$ cat src/rtl/txdf_pkg.sv
`timescale 1ns/1ps
package txdf_pkg;
   typedef enum logic [2:0] {
      S_IDLE, S_DREQ, S_DWAIT, S_BSEL, S_BREQ, S_BWAIT, S_BOUT, S_WB
   } st_e;

   // word 0 control bit positions
   localparam int B_OWN   = 31;
   localparam int B_IRQ   = 30;
   localparam int B_LAST  = 29;
   localparam int B_FIRST = 28;
   localparam int B_NOCRC = 27;
   localparam int B_NOPAD = 26;
   localparam int B_WRAP  = 21;
   localparam int B_LINK  = 20;

   // word 1 length fields
   localparam int SZ_W   = 13;
   localparam int SZ1_LO = 0;
   localparam int SZ2_LO = 16;
endpackage

$ cat src/rtl/txdf_byte_pick.sv
`timescale 1ns/1ps
module txdf_byte_pick #(
   parameter  int LANES = 4,
   localparam int OFF_W = $clog2(LANES)
) (
   input  logic [8*LANES-1:0] word,
   input  logic [OFF_W-1:0]   sel,
   output logic [7:0]         byte_o
);
   logic [7:0] lane [LANES];

   for (genvar g = 0; g < LANES; g++) begin : g_lane
      assign lane[g] = word[8*g +: 8];
   end

   assign byte_o = lane[sel];
endmodule

$ cat src/rtl/txdf_next_addr.sv
`timescale 1ns/1ps
module txdf_next_addr #(
   parameter int AW     = 32,
   parameter int STRIDE = 16
) (
   input  logic [AW-1:0] cur,
   input  logic [AW-1:0] base,
   input  logic [AW-1:0] link,
   input  logic          chain,
   input  logic          wrap,
   output logic [AW-1:0] nxt
);
   logic [AW-1:0] seq;

   assign seq = wrap ? base : cur + AW'(STRIDE);
   assign nxt = chain ? link : seq;
endmodule

$ cat src/rtl/txdf_engine.sv
`timescale 1ns/1ps
module txdf_engine
   import txdf_pkg::*;
#(
   parameter int AW     = 32,
   parameter int STRIDE = 16
) (
   input  logic          clk,
   input  logic          rst_n,
   input  logic          start,
   input  logic [AW-1:0] ring_base,
   input  logic          poll,
   output logic          rd_valid,
   output logic [AW-1:0] rd_addr,
   input  logic          rd_ready,
   input  logic          rsp_valid,
   input  logic [31:0]   rsp_data,
   output logic          wr_valid,
   output logic [AW-1:0] wr_addr,
   output logic [31:0]   wr_data,
   input  logic          wr_ready,
   output logic          out_valid,
   input  logic          out_ready,
   output logic [7:0]    out_data,
   output logic          out_sof,
   output logic          out_eof,
   output logic          out_no_pad,
   output logic          out_no_crc,
   output logic          irq
);
   localparam int DW    = 32;
   localparam int LANES = DW / 8;
   localparam int OFF_W = $clog2(LANES);

   if (AW != DW) begin : g_bad_aw
      $error("txdf_engine: AW must equal the 32-bit descriptor address word");
   end
   if (STRIDE < 4 * LANES || (STRIDE % LANES) != 0) begin : g_bad_stride
      $error("txdf_engine: STRIDE must hold four words and be word aligned");
   end

   st_e             st;
   logic [AW-1:0]   cur, base_r, baddr, ptr1, ptr2, nxt;
   logic [30:0]     w0;
   logic [SZ_W-1:0] sz1, sz2, blen;
   logic [1:0]      widx, bsel;
   logic [DW-1:0]   word_r;
   logic            sof_pend, irq_pend, irq_r, npad_r, ncrc_r;
   logic            buf2_on, last_byte, desc_end;
   logic [7:0]      pick;

   assign buf2_on   = !w0[B_LINK] && (sz2 != '0);
   assign last_byte = (blen == SZ_W'(1));
   assign desc_end  = last_byte && ((bsel == 2'd1) || !buf2_on);

   txdf_next_addr #(.AW(AW), .STRIDE(STRIDE)) u_next (
      .cur(cur), .base(base_r), .link(ptr2),
      .chain(w0[B_LINK]), .wrap(w0[B_WRAP]), .nxt(nxt)
   );

   txdf_byte_pick #(.LANES(LANES)) u_pick (
      .word(word_r), .sel(baddr[OFF_W-1:0]), .byte_o(pick)
   );

   always_ff @(posedge clk) begin
      if (!rst_n) begin
         st       <= S_IDLE;
         cur      <= '0;
         base_r   <= '0;
         baddr    <= '0;
         ptr1     <= '0;
         ptr2     <= '0;
         w0       <= '0;
         sz1      <= '0;
         sz2      <= '0;
         blen     <= '0;
         widx     <= '0;
         bsel     <= '0;
         word_r   <= '0;
         sof_pend <= 1'b0;
         irq_pend <= 1'b0;
         irq_r    <= 1'b0;
         npad_r   <= 1'b0;
         ncrc_r   <= 1'b0;
      end else begin
         irq_r <= 1'b0;
         unique case (st)
            S_IDLE: begin
               if (start) begin
                  cur    <= ring_base;
                  base_r <= ring_base;
                  widx   <= '0;
                  st     <= S_DREQ;
               end else if (poll) begin
                  widx <= '0;
                  st   <= S_DREQ;
               end
            end
            S_DREQ: if (rd_ready) st <= S_DWAIT;
            S_DWAIT: begin
               if (rsp_valid) begin
                  unique case (widx)
                     2'd0: w0 <= rsp_data[30:0];
                     2'd1: begin
                        sz1 <= rsp_data[SZ1_LO +: SZ_W];
                        sz2 <= rsp_data[SZ2_LO +: SZ_W];
                     end
                     2'd2: ptr1 <= rsp_data[AW-1:0];
                     default: ptr2 <= rsp_data[AW-1:0];
                  endcase
                  if (widx == 2'd0 && !rsp_data[B_OWN]) begin
                     st <= S_IDLE;
                  end else begin
                     if (widx == 2'd0) begin
                        if (rsp_data[B_FIRST]) begin
                           sof_pend <= 1'b1;
                           npad_r   <= rsp_data[B_NOPAD];
                           ncrc_r   <= rsp_data[B_NOPAD] & rsp_data[B_NOCRC];
                        end
                        if (rsp_data[B_IRQ]) irq_pend <= 1'b1;
                     end
                     if (widx == 2'd3) begin
                        bsel <= '0;
                        st   <= S_BSEL;
                     end else begin
                        widx <= widx + 2'd1;
                        st   <= S_DREQ;
                     end
                  end
               end
            end
            S_BSEL: begin
               unique case (bsel)
                  2'd0: begin
                     if (sz1 != '0) begin
                        baddr <= ptr1;
                        blen  <= sz1;
                        st    <= S_BREQ;
                     end else begin
                        bsel <= 2'd1;
                     end
                  end
                  2'd1: begin
                     if (buf2_on) begin
                        baddr <= ptr2;
                        blen  <= sz2;
                        st    <= S_BREQ;
                     end else begin
                        bsel <= 2'd2;
                     end
                  end
                  default: st <= S_WB;
               endcase
            end
            S_BREQ: if (rd_ready) st <= S_BWAIT;
            S_BWAIT: begin
               if (rsp_valid) begin
                  word_r <= rsp_data;
                  st     <= S_BOUT;
               end
            end
            S_BOUT: begin
               if (out_ready) begin
                  baddr    <= baddr + AW'(1);
                  blen     <= blen - SZ_W'(1);
                  sof_pend <= 1'b0;
                  if (last_byte) begin
                     bsel <= bsel + 2'd1;
                     st   <= S_BSEL;
                  end else if (&baddr[OFF_W-1:0]) begin
                     st <= S_BREQ;
                  end
               end
            end
            S_WB: begin
               if (wr_ready) begin
                  cur  <= nxt;
                  widx <= '0;
                  st   <= S_DREQ;
                  if (w0[B_LAST]) begin
                     irq_r    <= irq_pend;
                     irq_pend <= 1'b0;
                  end
               end
            end
            default: st <= S_IDLE;
         endcase
      end
   end

   assign rd_valid   = (st == S_DREQ) || (st == S_BREQ);
   assign rd_addr    = (st == S_DREQ) ? cur + AW'({widx, 2'b00})
                                      : {baddr[AW-1:OFF_W], {OFF_W{1'b0}}};
   assign wr_valid   = (st == S_WB);
   assign wr_addr    = cur;
   assign wr_data    = {1'b0, w0};
   assign out_valid  = (st == S_BOUT);
   assign out_data   = pick;
   assign out_sof    = sof_pend;
   assign out_eof    = desc_end && w0[B_LAST];
   assign out_no_pad = npad_r;
   assign out_no_crc = ncrc_r;
   assign irq        = irq_r;
endmodule

$ cat config.mk
export PLATFORM = sky130hd
export DESIGN_NAME = txdf_engine
export DESIGN_NICKNAME = d
export VERILOG_FILES = /design/src/rtl/txdf_pkg.sv /design/src/rtl/txdf_byte_pick.sv /design/src/rtl/txdf_next_addr.sv /design/src/rtl/txdf_engine.sv
export SDC_FILE = /design/constraint.sdc
export NUM_CORES = 1
export LEC_CHECK = 0
export ABC_AREA = 1
export ABC_CLOCK_PERIOD_IN_PS = 3200
export CAP_MARGIN = 20
export CORE_ASPECT_RATIO = 1.5
export CORE_UTILIZATION = 60
export DETAILED_ROUTE_END_ITERATION = 12
export DONT_BUFFER_PORTS = 1
export PLACE_DENSITY = 0.78
export SLEW_MARGIN = 20
export SYNTH_ARGS = -nofsm -noshare
export SYNTH_HDL_FRONTEND = slang
export SYNTH_HIERARCHICAL = 1
export SYNTH_SLANG_ARGS = --single-unit
export TNS_END_PERCENT = 30
$ cat constraint.sdc
create_clock -name clk -period 3.2 [get_ports clk]
set_clock_uncertainty 0.2 [all_clocks]
set_input_delay 0.64 -clock clk [delete_from_list [all_inputs] [get_ports clk]]
set_output_delay 0.64 -clock clk [all_outputs]
set_load 0.01 [all_outputs]
==> Word-level counts from Yosys, hierarchy flattened <==
Index checks and enable logic that the tools add are counted.
{ "word_totals": {"ff_bits": 274, "word_cells": 164} }
{ "op_classes": {"n_addsub": 6, "n_lt_le_gt_ge": 1, "n_eq_ne": 34, "mux": 64, "reduce_logical": 37, "bitwise": 4} }
{ "op_table": {"columns": ["operator", "n"], "rows": [
  ["32-bit 2-to-1 mux", 8],
  ["32-bit case mux with 2 select lines", 3],
  ["13-bit case mux with 2 select lines", 2],
  ["13-bit 2-to-1 mux", 3],
  ["3-bit 2-to-1 mux", 12],
  ["32-bit by 1-bit adder with 32-bit output, second input constant", 1],
  ["32-bit by 4-bit adder with 32-bit output", 1],
  ["32-bit by 5-bit adder with 32-bit output, second input constant", 1],
  ["2-bit 2-to-1 mux", 15],
  ["13-bit nonzero test", 2],
  ["3-bit case mux with 8 select lines", 1],
  ["2-bit != test, second input constant", 11],
  ["8-bit binary-select mux with 2-bit select", 1],
  ["8-bit 2-to-1 mux", 2],
  ["3-bit != test, second input constant", 5],
  ["3-bit AND reduction", 5],
  ["13-bit by 1-bit equality test with 1-bit output, second input constant", 1],
  ["13-bit by 1-bit subtractor with 13-bit output, second input constant", 1],
  ["3-bit equality test, second input constant", 4],
  ["2-bit case mux with 3 select lines", 2],
  ["6-bit AND reduction", 2],
  ["1-bit 2-to-1 mux", 11],
  ["10-bit AND reduction", 1],
  ["5-bit AND reduction", 2],
  ["27 further kinds", 49]
]} }

==> Logic depth before layout (Yosys ltp) <==
Gate-level depths: netlist (run 1).
{ "logic_depth": {"word_depth": 6, "ltp_mapped": 13, "mapped_depth_nobuf": 13} }

==> Cells and area by module <==
The synthesis (run 1) kept the hierarchy.
{ "by_module_without_submodules": {"columns": ["mod", "instances", "cells_per_inst", "seq_area_each_um2", "area_each_um2"], "rows": [
  ["txdf_engine", 1, 2141, 5485.3, 13751.9],
  ["txdf_next_addr", 1, 342, 0.0, 1556.5],
  ["txdf_byte_pick", 1, 94, 0.0, 395.4]
]} }

==> Least setup slack after synthesis (run 1) <==
Ideal clock, no wire load.
{ "synth_path": {"kind": "register -> output", "startpoint": "reg widx[0]", "endpoint": "out rd_addr[20]", "setup_slack_ps": 392, "n_path_buf": 0, "path_stages_with_launch": 11, "arrival_time_ps": 1968, "cell_sequence": "dfxtp_1 > ha_1 > inv_1 > fa_1 > inv_1 > nand3_1 > nor2_1 > nand4_1 > nor2_1 > xnor2_1 > o21ai_0"} }
{ "synth_between": {"elab_chain_cells": 2} }
{ "synth_lines": {"columns": ["item", "line_no", "source"], "rows": [
  ["start, declared", "txdf_engine.sv:46", "logic [1:0] widx, bsel;"],
  ["start signal, assigned", "txdf_engine.sv:126", "widx <= widx + 2'd1;"],
  ["32-bit by 4-bit adder with 32-bit output", "txdf_engine.sv:192", "assign rd_addr = (st == S_DREQ) ? cur + AW'({widx, 2'b00})"],
  ["32-bit 2-to-1 mux", "txdf_engine.sv:192", null],
  ["end, declared", "txdf_engine.sv:14", "output logic [AW-1:0] rd_addr,"]
]} }
Every way passes these cells.

==> Worst setup path in the final report (run 1) <==
Same ends and word-level chain as after synthesis.

==> metrics.md, run 1 <==
| Metric | Value |
|---|---|
| Outcome | `finished with violations` |
| Violations in the final reports | `hold timing, setup timing` |
| Leakage | `approximately 7.2 nW` |
| Boundary pin count | `about 180` |
| Worst hold margin | `-18.0 ps` |
| Layout Cells excl Fill | `2938` |
| Number of flops mapped to enable cells by yosys | `0` |
| Worst setup slack after placement | `roughly 270 ps` |
| DRC viols | `0` |
| Synth Register Bits | `between 200 and 300` |
| Reg clk slew, reported paths | `70 ps` |
| CP max FO | `3` |
| Total of buffers placed on input and output ports | `0` |
| Drt via density | `5.91` |
| GR Overflow Total | `0` |
| CORE AREA | `0.0258 mm^2` |
| Max Cap Violations | `0` |
| Worst min-delay path category | `input pin to flop` |
| Vias post-DR | `~17000` |
| Layout net count | `around 2700` |
| First drt pass iteration count | `6` |
| Type of the worst setup path | `flop to primary output` |
| Vias in the first global route | `between 15000 and 20000` |
| Chip width | `134 um` |
| Critical path launch point type | `flop` |
| Number of nets produced by synthesis | `2663` |
| Deepest level of the CTS H-tree | `1` |
| Inserted Diodes | `0` |
| Remaining antenna violation count after routing | `0` |
| Root cell of the clock tree | `sky130_fd_sc_hd__clkbuf_16` |
| Die ar. | `about 0.027 mm^2` |
| Max Freq | `306 MHz` |
| Pin count of the biggest net entering global routing | `around 230` |
| Required arrival time at the worst endpoint | `around 2400 ps` |
| Share of the yosys chip area belonging to registers | `0.349` |
| Ys flop type | `sky130_fd_sc_hd__dfxtp_1` |
| Synth-to-Final Area Change | `11.8%` |
| Number of endpoints with negative hold slack in the final report | `9` |
| Later-pin clock latency in the skew report | `about 590 ps` |
| Cell with the most instances after synthesis | `sky130_fd_sc_hd__nand2_1` |
| Starting Density | `0.610` |
| Setup violation total in the final timing report | `7` |
| Library cell with the largest summed area after synthesis | `sky130_fd_sc_hd__dfxtp_1` |
| Cell row count | `72` |
| Cell area after technology mapping | `0.0157 mm^2` |
| Leading cell types by total area after synthesis | `sky130_fd_sc_hd__dfxtp_1, sky130_fd_sc_hd__nand2_1, sky130_fd_sc_hd__nor2_1` |
| Routability congestion estimate | `approximately 1.0` |
| Height of the die | `200 um` |
| Period utilization | `1.02` |
| Synth top area share | `0.349` |
| RSZ-0062 raised after global routing | `yes` |
| FFs w/ async S/R, synth | `0` |
| Peak supply drop | `approximately 0.63 mV` |
| Max-slew headroom | `0.391` |
| First-pass GRT wire length | `~90 mm` |
| Crit-path max cell delay | `410 ps` |
| Warning count from the yosys run | `6` |
| Total power per unit cell area | `between 700 and 800 mW/mm^2` |
| Final worst path period need | `between 3000 and 4000 ps` |
| Post-layout worst setup margin | `-70.9 ps` |
| Total wirelength of the detailed-routed design | `59.6 mm` |
| Routed wire length per instance | `about 20 um` |
| Slew at the pin with the worst max-slew slack | `904 ps` |
| CTS sink count | `~270` |
| TritonCTS clock tree | `done` |
| Critical path data arrival time | `between 2000 and 2500 ps` |
| Antenna violations before repair | `0` |
| Fraction of final layout cells with drive strength greater than 1 | `0.0864` |
| Final Core Density | `0.682` |
| Post-Synthesis Mean Instance Area | `approximately 6 um^2` |
| Max Buffers Root-to-Sink | `3` |
| Max-slew violation total from the final report | `0` |
| Synthesized netlist cell count | `about 2600` |
| CTS Buf Count | `26` |
| Critical-path cell with the highest stage delay | `sky130_fd_sc_hd__fa_2` |
| Kind of end point of the critical path | `primary output` |
| Number of design-rule violations left by the first detailed-router iteration | `approximately 1600` |
| Commonest cells post-synth | `sky130_fd_sc_hd__nand2_1, sky130_fd_sc_hd__nor2_1, sky130_fd_sc_hd__o21ai_0` |
| Cells traversed along the worst timing path | `ha_4 -> inv_2 -> fa_2 -> inv_2 -> nand3_4 -> nor2_4 -> nand4_1 -> nor2_1 -> xnor2_1 -> o21ai_1 -> buf_4` |
| Placed insts | `~2900` |
| Most frequent cell on the critical path | `sky130_fd_sc_hd__inv_2` |
| Post-DP HPWL | `about 43 mm` |
| Count of different cell masters after synthesis | `45` |
| Overall Global Routing Usage | `0.439` |
==> area by class of cell <==
| cell class | instances | area [um^2] |
|---|---|---|
| clock buffers | 33 | 717 |
| fillers | 2383 | 8200 |
| clock inverters | 15 | 173 |
| multi-input cells | 1942 | 8940 |
| inverters | 223 | 841 |
| well taps | 333 | 417 |
| repair buffers | 118 | 973 |
| flip-flops and latches | 274 | 5510 |
==> metal layers <==
layer / GRT usage / vias to the layer above / share of wire
met5: 0 / - / 0
met4: 0.369 / 0 / 0.099
met3: 0.0995 / 290 / 0.099
met2: 0.728 / 964 / 0.46
met1: 0.470 / 7859 / 0.34
li1: - / 8251 / -
==> registers in the layout, indices dropped and copies added, names as in the netlist <==
signal and count:
w0 31, out_no_pad 1, blen 13, base_r 32
st 3, ptr2 32, baddr 32, widx 2
ptr1 32, wr_addr 32, bsel 2, irq 1
out_sof 1, out_no_crc 1, irq_pend 1, sz1 13
word_r 32, sz2 13
==> where the power goes <==
| part | internal (mW) | switching, mW | total, mW | leakage [nW] |
|---|---|---|---|---|
| Sequential | 3.98 | 0.673 | 4.66 | 2.23 |
| Clock | 1.78 | 1.48 | 3.26 | 0.430 |
| Combinational | 1.51 | 3.01 | 4.52 | 4.49 |
| Total | 7.27 | 5.17 | 12.4 | 7.15 |
==> cells by family (layout without fill, tap and decap cells) <==
family | Yosys count | after routing | share of synthesized area
simple gates | 1397 | 1397 | 0.362
flops | 274 | 274 | 0.349
buf+inv | 361 | 389 | 0.0911
fa+ha+maj | 14 | 14 | 0.0116
mux | 2 | 2 | 0.00127
compound gates | 495 | 495 | 0.166
xor+xnor | 33 | 33 | 0.0184
other cells | 1 | 1 | 0.000239
==> metrics by stage <==
step	power [mW]	cell area [um^2]	TNS [ps]	hold slack [ps]
after floorplan	7.38	15700	0	224
after global placement	8.88	16300	0	231
after detailed placement	9.00	16300	0	239
after CTS	12.3	17400	-109	0.594
after global routing	13.1	17600	-1290	5.45
final	12.4	17600	-251	-18.0
==> critical path: cells and delay by family, from the launching register on <==
| family | cells | cell delay, ps |
|---|---|---|
| compound gates | 1 | 80 |
| xor+xnor | 1 | 130 |
| fa+ha+maj | 2 | 550 |
| buf+inv | 3 | 300 |
| flops | 1 | 360 |
| simple gates | 4 | 460 |
==> path summary, 6_finish.rpt <==
kind	startpoint	endpoint	slack, ps	cells after the start
worst max register to register	st[0]	baddr[2]	400	11
worst max-delay path	widx[0]	rd_addr[20]	-70	11
worst min register to register	ptr1[26]	ptr1[26]	250	2
worst min-delay path	rst_n	w0[28]	-20	2
==> what timing repair did <==
item / in CTS / in global routing
pin swaps: 5 / 8
setup buffers: 2 / 2
hold buffers: 19 / 1
gates resized for setup: 25 / 29
setup endpoints to repair: 26 / 23
endpoints found under the hold margin: 21 / 1
==> cells in the final DEF, fill, tap and decap left out, drive strengths merged, types with 5 or more instances in the layout <==
cell / n
a21oi: 145
a31oi: 36
buf: 98
clkbuf: 33
clkinv: 12
dfxtp: 274
dlygate4sd3: 20
ha: 13
inv: 221
nand2: 685
nand3: 134
nand3b: 6
nand4: 33
nor2: 516
nor3: 18
o211ai: 9
o21ai: 283
o21bai: 8
o22ai: 5
xnor2: 10
xor2: 23
Note: power is estimated with default switching activity, not from simulation.
==> run 2: changes to the inputs <==
Settings changed: CTS_BUF_LIST set to sky130_fd_sc_hd__clkbuf_2 sky130_fd_sc_hd__clkbuf_4 sky130_fd_sc_hd__clkbuf_8.
==> run 2 against run 1 <==
Compared with the run above:
- the run ends with setup timing left
- combinational power up 4%
- wire length up 5.2%
- clock-buffer cell count up 32
- worst hold slack better by 22 ps
- sequential share of layout area down 0.92 points
- non-clock buffer count up 38
- sequential cell count unchanged
- cell count up 2.3%
==> metrics.md, run 2 (synthesis results as in run 1) <==
| Metric | Value |
|---|---|
| Max-slew violation total from the final report | `0` |
| Boundary pin count | `around 180` |
| Total power per unit cell area | `710 mW/mm^2` |
| GR Overflow Total | `0` |
| CORE AREA | `between 0.02 and 0.03 mm^2` |
| Critical path launch point type | `flop` |
| Switching power summed over all nets | `5.32 mW` |
| Commonest non-fill, non-tap cell in the layout | `sky130_fd_sc_hd__nand2_1` |
| Period utilization | `1.01` |
| Type of the worst setup path | `flop to primary output` |
| Finished Cell Area | `0.0181 mm^2` |
| CTS sink count | `274` |
| Post-DP HPWL | `43.2 mm` |
| First-pass GRT wire length | `94.9 mm` |
| Worst hold margin | `around 3.5 ps` |
| Kind of end point of the critical path | `primary output` |
| Vias post-DR | `17900` |
| Slew at the pin with the worst max-slew slack | `roughly 940 ps` |
| Outcome | `finished with violations` |
| Root cell of the clock tree | `sky130_fd_sc_hd__clkbuf_8` |
| Violations in the final reports | `setup timing` |
| Number of endpoints with negative hold slack in the final report | `0` |
| Starting Density | `0.610` |
| Height of the die | `between 200 and 250 um` |
| Internal power | `7.56 mW` |
| Max Freq | `309 MHz` |
| Fraction of power spent switching nets | `0.413` |
| Chip width | `roughly 130 um` |
| Later-pin clock latency in the skew report | `610 ps` |
| Cell row count | `between 70 and 80` |
| Synth-to-Final Area Change | `15.5%` |
| Cell area after placement | `0.0163 mm^2` |
| Leading cell types in the layout, fill and taps excluded | `sky130_fd_sc_hd__nand2_1, sky130_fd_sc_hd__nor2_1, sky130_fd_sc_hd__o21ai_0, sky130_fd_sc_hd__dfxtp_1, sky130_fd_sc_hd__inv_1` |
| First drt pass iteration count | `6` |
| DRC viols | `0` |
| Remaining antenna violation count after routing | `0` |
| Layout net count | `approximately 2700` |
| RSZ-0062 raised after global routing | `yes` |
| Number of design-rule violations left by the first detailed-router iteration | `around 1800` |
| Vias in the first global route | `approximately 17000` |
| CP max FO | `3` |
| Pin count of the biggest net entering global routing | `127` |
| Leakage | `7.46 nW` |
| Relative contribution of the clock network to total power | `0.270` |
| CTS Buf Count | `42` |
| Total wirelength of the detailed-routed design | `approximately 63 mm` |
| Total of buffers placed on input and output ports | `0` |
| Drt via density | `roughly 6.0` |
| Final Core Density | `0.704` |
| Fraction of final layout cells with drive strength greater than 1 | `0.101` |
| Max Buffers Root-to-Sink | `3` |
| Max-slew headroom | `0.368` |
| TritonCTS clock tree | `done` |
| Die ar. | `roughly 0.027 mm^2` |
| Setup violation total in the final timing report | `3` |
| Deepest level of the CTS H-tree | `2` |
| Reg clk slew, reported paths | `roughly 70 ps` |
| Peak supply drop | `0.629 mV` |
| Max Cap Violations | `0` |
| Sequential Power Share | `0.364` |
| Critical path data arrival time | `2400 ps` |
| Required arrival time at the worst endpoint | `roughly 2400 ps` |
| Overall Global Routing Usage | `0.463` |
| Relative contribution of combinational cells to total power | `0.366` |
| Antenna violations before repair | `0` |
| Worst min-delay path category | `input pin to flop` |
| Post-layout worst setup margin | `-39.2 ps` |
| Routability congestion estimate | `1.03` |
| Final worst path period need | `around 3200 ps` |
| Routed wire length per instance | `20.9 um` |
[run 2: worst paths after layout]
kind,cells past startpoint,slack [ps],end,startpoint
max reg2reg,9,140,wr_addr[7],st[2]
min reg2reg,2,250,ptr1[26],ptr1[26]
min,2,3,w0[10],rsp_data[10]
max,11,-40,rd_addr[20],wr_addr[2]
[run 2: worst max-delay path, cell delays in order, from the launching register on]
cell and delay [ps]:
sky130_fd_sc_hd__dfxtp_2 350, sky130_fd_sc_hd__ha_4 140, sky130_fd_sc_hd__inv_2 30, sky130_fd_sc_hd__fa_2 360, sky130_fd_sc_hd__inv_2 90, sky130_fd_sc_hd__nand3_4 90, sky130_fd_sc_hd__nor2_4 120, sky130_fd_sc_hd__nand4_1 130
sky130_fd_sc_hd__nor2_1 140, sky130_fd_sc_hd__xnor2_1 130, sky130_fd_sc_hd__o21ai_1 80, sky130_fd_sc_hd__buf_4 160
[run 2: per-layer routing]
metal / GRT usage / part of all wire / vias to the layer above
met4: 0.415 / 0.10 / 0
met3: 0.122 / 0.11 / 331
met2: 0.757 / 0.46 / 1112
met5: 0 / 0 / -
li1: - / - / 8371
met1: 0.483 / 0.33 / 8086
[run 2: cell type report]
cell class                      count  area, um^2
Multi-Input combinational cell   1942        8970
Fill cell                        2288        7630
Sequential cell                   274        5520
Timing Repair Buffer              156        1380
Clock buffer                       65         857
Inverter                          223         841
Tap cell                          333         417
Clock inverter                     12         153
Antenna cell                        1        2.50
[run 2: what timing repair did]
action,CTS,global route
resized for setup,28,41
endpoints found under the setup margin,26,24
pin swaps,5,7
cloned,0,0
buffers inserted,2,3
hold buffers,57,0
hold endpoints to repair,156,0
[run 2: power by group through the flow]
stage | combinational (mW) | clock (mW) | sequential [mW]
final | 4.71 | 3.47 | 4.68
after global routing | 5.15 | 3.62 | 4.72
after CTS | 4.53 | 3.47 | 4.62
after detailed placement | 4.32 | 0 | 4.68
after floorplan | 2.78 | 0 | 4.60
after global placement | 4.23 | 0 | 4.65
[run 2: metrics by stage]
| stage | std cells | setup TNS (ps) | power [mW] | setup WS (ps) |
|---|---|---|---|---|
| floorplan | 2577 | 0 | 7.38 | 392 |
| global placement | 2866 | 0 | 8.88 | 291 |
| detailed placement | 2866 | 0 | 9.00 | 266 |
| CTS | 3002 | -225 | 12.6 | -89.0 |
| global route | 3005 | -795 | 13.5 | -130 |
| finish | 3006 | -61.2 | 12.9 | -39.2 |
